### src/rtl/fan_tach_pkg.sv
package fan_tach_pkg;

    localparam int TACH_CNT_W_DEF = 12;
    localparam int TACH_SYNC_DEF  = 2;
    localparam int TACH_DEB_DEF   = 3;

    // Counter phase: before the first accepted edge the partial span is thrown away
    typedef enum logic {
        PH_PRIME   = 1'b0,
        PH_MEASURE = 1'b1
    } tach_phase_e;

    // Slow-fan decision on widened operands: over the limit, or pinned at full scale
    function automatic logic tach_too_slow(
        input logic [31:0] cnt,
        input logic [31:0] lim,
        input logic [31:0] full
    );
        return (cnt > lim) || (cnt == full);
    endfunction

endpackage

### src/rtl/tach_conditioner.sv
module tach_conditioner #(
    parameter int SYNC_STAGES = fan_tach_pkg::TACH_SYNC_DEF,
    parameter int DEB_LEN     = fan_tach_pkg::TACH_DEB_DEF
) (
    input  logic clk,
    input  logic rst,
    input  logic tach_raw,
    output logic tach_rise
);

    localparam int DEB_W = (DEB_LEN > 1) ? $clog2(DEB_LEN) : 1;
    localparam logic [DEB_W-1:0] DEB_LAST = DEB_W'(DEB_LEN - 1);

    logic [SYNC_STAGES-1:0] sync_q;
    logic                   level_q;
    logic [DEB_W-1:0]       deb_q;
    logic                   sampled;

    assign sampled = sync_q[SYNC_STAGES-1];

    // Synchronizer chain
    always_ff @(posedge clk) begin
        if (rst) begin
            sync_q <= '0;
        end else begin
            for (int i = SYNC_STAGES - 1; i > 0; i--) begin
                sync_q[i] <= sync_q[i-1];
            end
            sync_q[0] <= tach_raw;
        end
    end

    // Debounce: a new level must persist for DEB_LEN samples in a row
    always_ff @(posedge clk) begin
        if (rst) begin
            level_q   <= 1'b0;
            deb_q     <= '0;
            tach_rise <= 1'b0;
        end else begin
            tach_rise <= 1'b0;
            if (sampled == level_q) begin
                deb_q <= '0;
            end else if (deb_q == DEB_LAST) begin
                level_q   <= sampled;
                deb_q     <= '0;
                tach_rise <= sampled;
            end else begin
                deb_q <= deb_q + 1'b1;
            end
        end
    end

endmodule

### src/rtl/tach_period_counter.sv
module tach_period_counter
    import fan_tach_pkg::*;
#(
    parameter int CNT_W = TACH_CNT_W_DEF
) (
    input  logic             clk,
    input  logic             rst,
    input  logic             tach_rise,
    input  logic             ref_tick,
    output logic [CNT_W-1:0] count_q,
    output logic             valid_q
);

    localparam logic [CNT_W-1:0] FULL     = '1;
    localparam logic [CNT_W-1:0] NEAR_TOP = FULL - 1'b1;

    tach_phase_e      phase_q;
    logic [CNT_W-1:0] run_q;

    always_ff @(posedge clk) begin
        if (rst) begin
            phase_q <= PH_PRIME;
            run_q   <= '0;
            count_q <= '0;
            valid_q <= 1'b0;
        end else if (tach_rise) begin
            // Close the period; a tick in the same cycle belongs to the new one
            phase_q <= PH_MEASURE;
            run_q   <= {{(CNT_W-1){1'b0}}, ref_tick};
            if (phase_q == PH_MEASURE) begin
                count_q <= run_q;
                valid_q <= 1'b1;
            end
        end else if (ref_tick && (run_q != FULL)) begin
            run_q <= run_q + 1'b1;
            if (run_q == NEAR_TOP) begin
                // Stalled fan: publish full scale without waiting for an edge
                count_q <= FULL;
                valid_q <= 1'b1;
            end
        end
    end

endmodule

### src/rtl/tach_speed_compare.sv
module tach_speed_compare
    import fan_tach_pkg::*;
#(
    parameter int CNT_W = TACH_CNT_W_DEF
) (
    input  logic [CNT_W-1:0] count_i,
    input  logic             valid_i,
    input  logic [CNT_W-1:0] limit_i,
    output logic             alarm_o
);

    localparam logic [CNT_W-1:0] FULL = '1;

    assign alarm_o = valid_i && tach_too_slow(32'(count_i), 32'(limit_i), 32'(FULL));

endmodule

### src/rtl/fan_tach_meter.sv
module fan_tach_meter
    import fan_tach_pkg::*;
#(
    parameter int CNT_W       = TACH_CNT_W_DEF,
    parameter int SYNC_STAGES = TACH_SYNC_DEF,
    parameter int DEB_LEN     = TACH_DEB_DEF
) (
    input  logic             clk,
    input  logic             rst,
    input  logic             tach_in,
    input  logic             ref_tick,
    input  logic [CNT_W-1:0] spd_limit,
    output logic [CNT_W-1:0] count_out,
    output logic             count_valid,
    output logic             slow_alarm
);

    logic tach_rise;

    tach_conditioner #(
        .SYNC_STAGES(SYNC_STAGES),
        .DEB_LEN    (DEB_LEN)
    ) u_cond (
        .clk      (clk),
        .rst      (rst),
        .tach_raw (tach_in),
        .tach_rise(tach_rise)
    );

    tach_period_counter #(
        .CNT_W(CNT_W)
    ) u_count (
        .clk      (clk),
        .rst      (rst),
        .tach_rise(tach_rise),
        .ref_tick (ref_tick),
        .count_q  (count_out),
        .valid_q  (count_valid)
    );

    tach_speed_compare #(
        .CNT_W(CNT_W)
    ) u_cmp (
        .count_i(count_out),
        .valid_i(count_valid),
        .limit_i(spd_limit),
        .alarm_o(slow_alarm)
    );

endmodule

### config.mk
export PLATFORM = sky130hd
export DESIGN_NAME = fan_tach_meter
export DESIGN_NICKNAME = d
export VERILOG_FILES = /design/src/rtl/fan_tach_pkg.sv /design/src/rtl/tach_conditioner.sv /design/src/rtl/tach_period_counter.sv /design/src/rtl/tach_speed_compare.sv /design/src/rtl/fan_tach_meter.sv
export SDC_FILE = /design/constraint.sdc
export NUM_CORES = 1
export LEC_CHECK = 0
export BUFFER_PORTS_ARGS = -buffer_cell sky130_fd_sc_hd__buf_2
export CELL_PAD_IN_SITES_DETAIL_PLACEMENT = 1
export CELL_PAD_IN_SITES_GLOBAL_PLACEMENT = 1
export CORE_ASPECT_RATIO = 1.5
export CORE_MARGIN = 5
export CORE_UTILIZATION = 44
export DETAILED_ROUTE_END_ITERATION = 12
export PLACE_DENSITY = 0.86
export SLEW_MARGIN = 20
export SYNTH_ARGS = -nofsm -noshare
export SYNTH_HDL_FRONTEND = slang
export SYNTH_HIERARCHICAL = 1
export SYNTH_SLANG_ARGS = --single-unit
### constraint.sdc
create_clock -name clk -period 3.9 [get_ports clk]
set_input_delay 0.195 -clock clk [delete_from_list [all_inputs] [get_ports clk]]
set_output_delay 0.195 -clock clk [all_outputs]
set_load 0.1 [all_outputs]
Word level (Yosys, flattened, before mapping)
Cells that the tools add are included.
{"block": "totals", "output_inout_bits": 14, "regBits": 32, "inputBits": 16}
{"block": "op_classes", "muxes": 10, "n_addsub": 2, "n_eq_ne": 6, "bitwise_logic": 2, "reduce_logical": 10, "magnitude_cmp": 1}
{"operator": "12-bit 2-to-1 mux", "n": 4}
{"operator": "12-bit equality test, second input constant", "n": 2}
{"operator": "12-bit by 1-bit adder with 12-bit output, second input constant", "n": 1}
{"operator": "12-bit > comparator", "n": 1}
{"operator": "12-bit != test, second input constant", "n": 1}
{"operator": "1-bit 2-to-1 mux", "n": 6}
{"operator": "3-bit OR reduction", "n": 2}
{"operator": "2-bit nonzero test", "n": 2}
{"operator": "3-bit AND reduction", "n": 1}
{"operator": "2-bit by 1-bit adder with 2-bit output, second input constant", "n": 1}
{"operator": "2-bit equality test, second input constant", "n": 1}
{"operator": "1-bit logical AND", "n": 2}
{"operator": "2-bit by 1-bit != test with 1-bit output, second input constant", "n": 1}
{"operator": "1-bit inverter", "n": 2}
{"operator": "2-bit AND reduction", "n": 1}
{"operator": "2-bit OR reduction", "n": 1}
{"operator": "1-bit equality test", "n": 1}
{"operator": "1-bit logical OR", "n": 1}

Longest topological paths before layout
{"block": "logic_depth", "word_depth": 4, "mapped_depth": 7, "mapped_depth_nobuf": 6}

By module
Netlist, hierarchy kept.
{"module": "tach_period_counter", "cells_each": 140, "instances": 1, "area_each_um2": 1174.9}
{"module": "tach_speed_compare", "cells_each": 49, "instances": 1, "area_each_um2": 339.1}
{"module": "tach_conditioner", "cells_each": 16, "instances": 1, "area_each_um2": 196.4}

Worst setup path before layout
Ideal clock, no wire load.
{"block": "synth_path", "path_kind": "register to output", "from": "register u_count.count_q[10]", "to": "output slow_alarm", "path_stages_with_launch": 5, "required_time_ps": 3705, "setup_slack_ps": 563, "path_buffers": 0, "arrival_time_ps": 3142, "cell_sequence": "dfxtp_1 -> ha_1 -> nand4_2 -> o41ai_1 -> a31oi_1"}
{"block": "synth_via", "elab_chain_len": 3, "elab_cells_between_ends": 4, "classes_between": "order compare: 1; eq/ne: 1; reduce/logical: 2"}
{"element": "from (decl)", "line_no": "tach_period_counter.sv:10", "text": "output logic [CNT_W-1:0] count_q,"}
{"element": "from (signal assigned)", "line_no": "tach_period_counter.sv:31", "text": "count_q <= run_q;"}
{"element": "12-bit > comparator / 12-bit equality test (equally long branches)", "line_no": "fan_tach_pkg.sv:19", "text": "return (cnt > lim) || (cnt == full);"}
{"element": "1-bit logical OR (*)", "line_no": "fan_tach_pkg.sv:19"}
{"element": "1-bit logical AND (*)", "line_no": "tach_speed_compare.sv:14", "text": "assign alarm_o = valid_i && tach_too_slow(32'(count_i), 32'(limit_i), 32'(FULL));"}
{"element": "to (decl)", "line_no": "fan_tach_meter.sv:15", "text": "output logic slow_alarm"}
Every way passes the cells marked *; elsewhere a longest branch is shown, timed or not.

Worst setup path after layout
{"block": "layout_path", "from": "register u_count.count_q[7]", "to": "output slow_alarm"}
Same word-level chain as after synthesis.

==> run summary <==
antenna violations before repair -> 0
post-DR vias/cell -> 5.70
number of diodes -> 0
wire per inst -> 15.6 µm
DP Wirelength -> 3280 µm
vias in the first global route -> 1615
Post-layout nets -> 264
Max IR drop VDD -> 0.316 mV
EDFF count, synth -> 0
slowest stage delay, CP -> 0.44 ns
Synth Instances -> 205
Hold Path Class -> input pin to flip-flop
Num CTS Buffers -> 5
synth warn -> 6
clock slew at reported path FFs -> 0.07 ns
Arrival @ worst endpoint -> 1.93 ns
synth cell count leaders -> 39 x nor2_1, 32 x dfxtp_1, 18 x inv_1
logic gate share of total power -> 0.050
Final Total Pwr -> 0.000716 W
synthesis-stage register bit count -> 32
hold_buf cts -> 0
routed wire length -> 4310 µm
Top-Level Pins -> 30
crit path cell chain -> ha_1 > nand4_1 > nor2_1 > o21ai_0 > a31oi_1 > buf_2
post-CTS setup buffers -> 0
Worst Setup Start Kind -> flip-flop
die area -> 5260 µm²
die width -> 60.9 µm
Seq/Total Area, Yosys -> 0.375
post-synthesis instance area -> 1710 µm²
Slowest-stage cell, CP -> buf_2
Clock Latency Late Sink -> 0.29 ns
FMAX -> 470 MHz
Mapped Nets -> 236
GPL Wtd Cong -> 0.783
sw frac -> 0.203
Fin Setup TNS -> 0 ns
total grt overflow -> 0
share of flip-flops with an asynchronous set or reset -> 0
Worst setup EP type -> output pin
core box area -> 3720 µm²
Fin Clk Skew -> 0.00442 ns
Clock power frac -> 0.484
Routed Antenna Nets -> 0
RSZ-0062 raised after global routing -> no
area grow syn2layout -> 16.7%
first-pass GRT wire length -> 7210 µm
largest net degree at the start of global routing -> 24
Final min period -> 2.13 ns
share of power burned in registers -> 0.466
Final Hold Vio Count -> 0
vias post-DR -> 1580
relative slew slack -> 0.516
fin. max-slew vios -> 0
Residual DRC -> 0
die height -> 86.4 µm
internal power -> 0.000571 W
# clock sinks -> 32
H-Tree Depth -> 2
crit-path leading delay family -> buffers and inverters
initial DRC count -> 48
CP max FO -> 4
Max Root-Sink Buffers -> 2
P_leak -> 0.940 nW
worst setup path category -> flip-flop to output pin
Post-CTS Resized -> 0
Buf/Inv on CP -> 1
Pwr Density -> 359 nW/µm²
cell with the most instances after synthesis -> nor2_1
MaxCap Viol Count -> 0
input/output buffers -> 29
Final setup viols -> 0
main area contributors after synthesis -> dfxtp_1 37%, ha_1 11%, nor2_1 8.6%
Yosys top cell area share -> 0.375
Post-synth top flop -> dfxtp_1
TritonCTS clock tree -> done
DRT Pass-1 Iters -> 4
Starting Density -> 0.460
status -> finished clean
fin crit share -> 0.546
Worst Max-Slew Pin Slew -> 0.723 ns
net switching power -> 0.000145 W
share of cells above drive strength 1 -> 0.201
Cell variety after synth -> 37
syn_area_per_cell -> 8.34 µm²
cell taking the most area after synthesis -> dfxtp_1
CTS Root Cell -> clkbuf_8
Tot GR Track Use -> 0.180
# rows -> 27
worst path required time -> 3.70 ns
power groups by stage:
stage	sequential [W]	clock, W	combinational [W]
after detailed placement	0.000341	0	0.0000364
after CTS	0.000334	0.000354	0.0000366
after global placement	0.000340	0	0.0000349
final	0.000334	0.000346	0.0000360
after floorplan	0.000340	0	0.0000220
after global routing	0.000334	0.000370	0.0000408
metal layers:
layer  global-route usage  up-vias  part of all wire
li1                     -      778                 -
met5                    0        -                 0
met4               0.0927        0             0.031
met3               0.0402       14             0.042
met1                0.186      753              0.40
met2                0.325       35              0.53
cell families after synthesis:
kind of cell,Yosys count,share of synthesized area
flip-flops,32,0.375
AO/OA/AOI/OAI,31,0.124
AND/OR/NAND/NOR,94,0.291
XOR/XNOR,4,0.0205
multiplexers,3,0.0176
adder cells (fa/ha/maj),15,0.110
buffers and inverters,26,0.0629
path summary, 6_finish.rpt:
path	end	slack [ns]	start	cells after the start
worst min register to register	u_cond/deb_q[0]	0.43	u_cond/deb_q[0]	1
worst max-delay path	slow_alarm	1.77	u_count/count_q[7]	6
worst min-delay path	u_cond/sync_q[0]	0.12	tach_in	2
worst max register to register	u_count/count_q[8]	1.87	u_count/run_q[1]	5
registers in the layout, indices dropped and copies added (netlist names):
register	count
u_cond/deb_q	2
u_cond/level_q	1
u_cond/sync_q	2
u_cond/tach_rise	1
u_count/count_q	12
u_count/phase_q	1
u_count/run_q	12
u_count/valid_q	1
through the flow:
step,hold WS [ns],utilization,instances,setup slack (ns),cell area [µm²]
2_1_floorplan,0.267,-,205,0.563,1710
3_3_place_gp,0.406,0.503,269,1.97,1870
3_5_place_dp,0.411,0.503,269,1.86,1870
4_1_cts,0.112,0.537,277,1.75,2000
5_1_grt,0.132,0.537,277,1.63,2000
6_report,0.118,0.537,277,1.77,2000
cell usage in the layout, fill, tap and decap left out, types with 2 or more instances in the layout:
master and count:
ha_1 15, nor4_1 2, o21ai_0 6, clkbuf_8 7
nand3_1 9, nand2_1 8, buf_2 29, nand4_2 2
a211oi_1 2, nor2_1 39, nor3_1 13, o211ai_1 2
a31oi_1 5, nand4_1 6, inv_1 18, dfxtp_1 32
and4_1 2, xnor2_1 4, nor3_2 2, a21oi_1 10
nor2b_1 2, or3_1 3, mux2i_1 3
cell type report:
| class | instances | area (µm²) |
|---|---|---|
| clock inverter | 1 | 30.0 |
| sequential | 32 | 641 |
| inverter | 18 | 67.6 |
| multi-input combinational | 147 | 962 |
| tap | 43 | 53.8 |
| clock buffer | 7 | 96.3 |
| fill | 485 | 1720 |
| timing repair buffer | 29 | 145 |
Power figures use the tool's default switching activity.
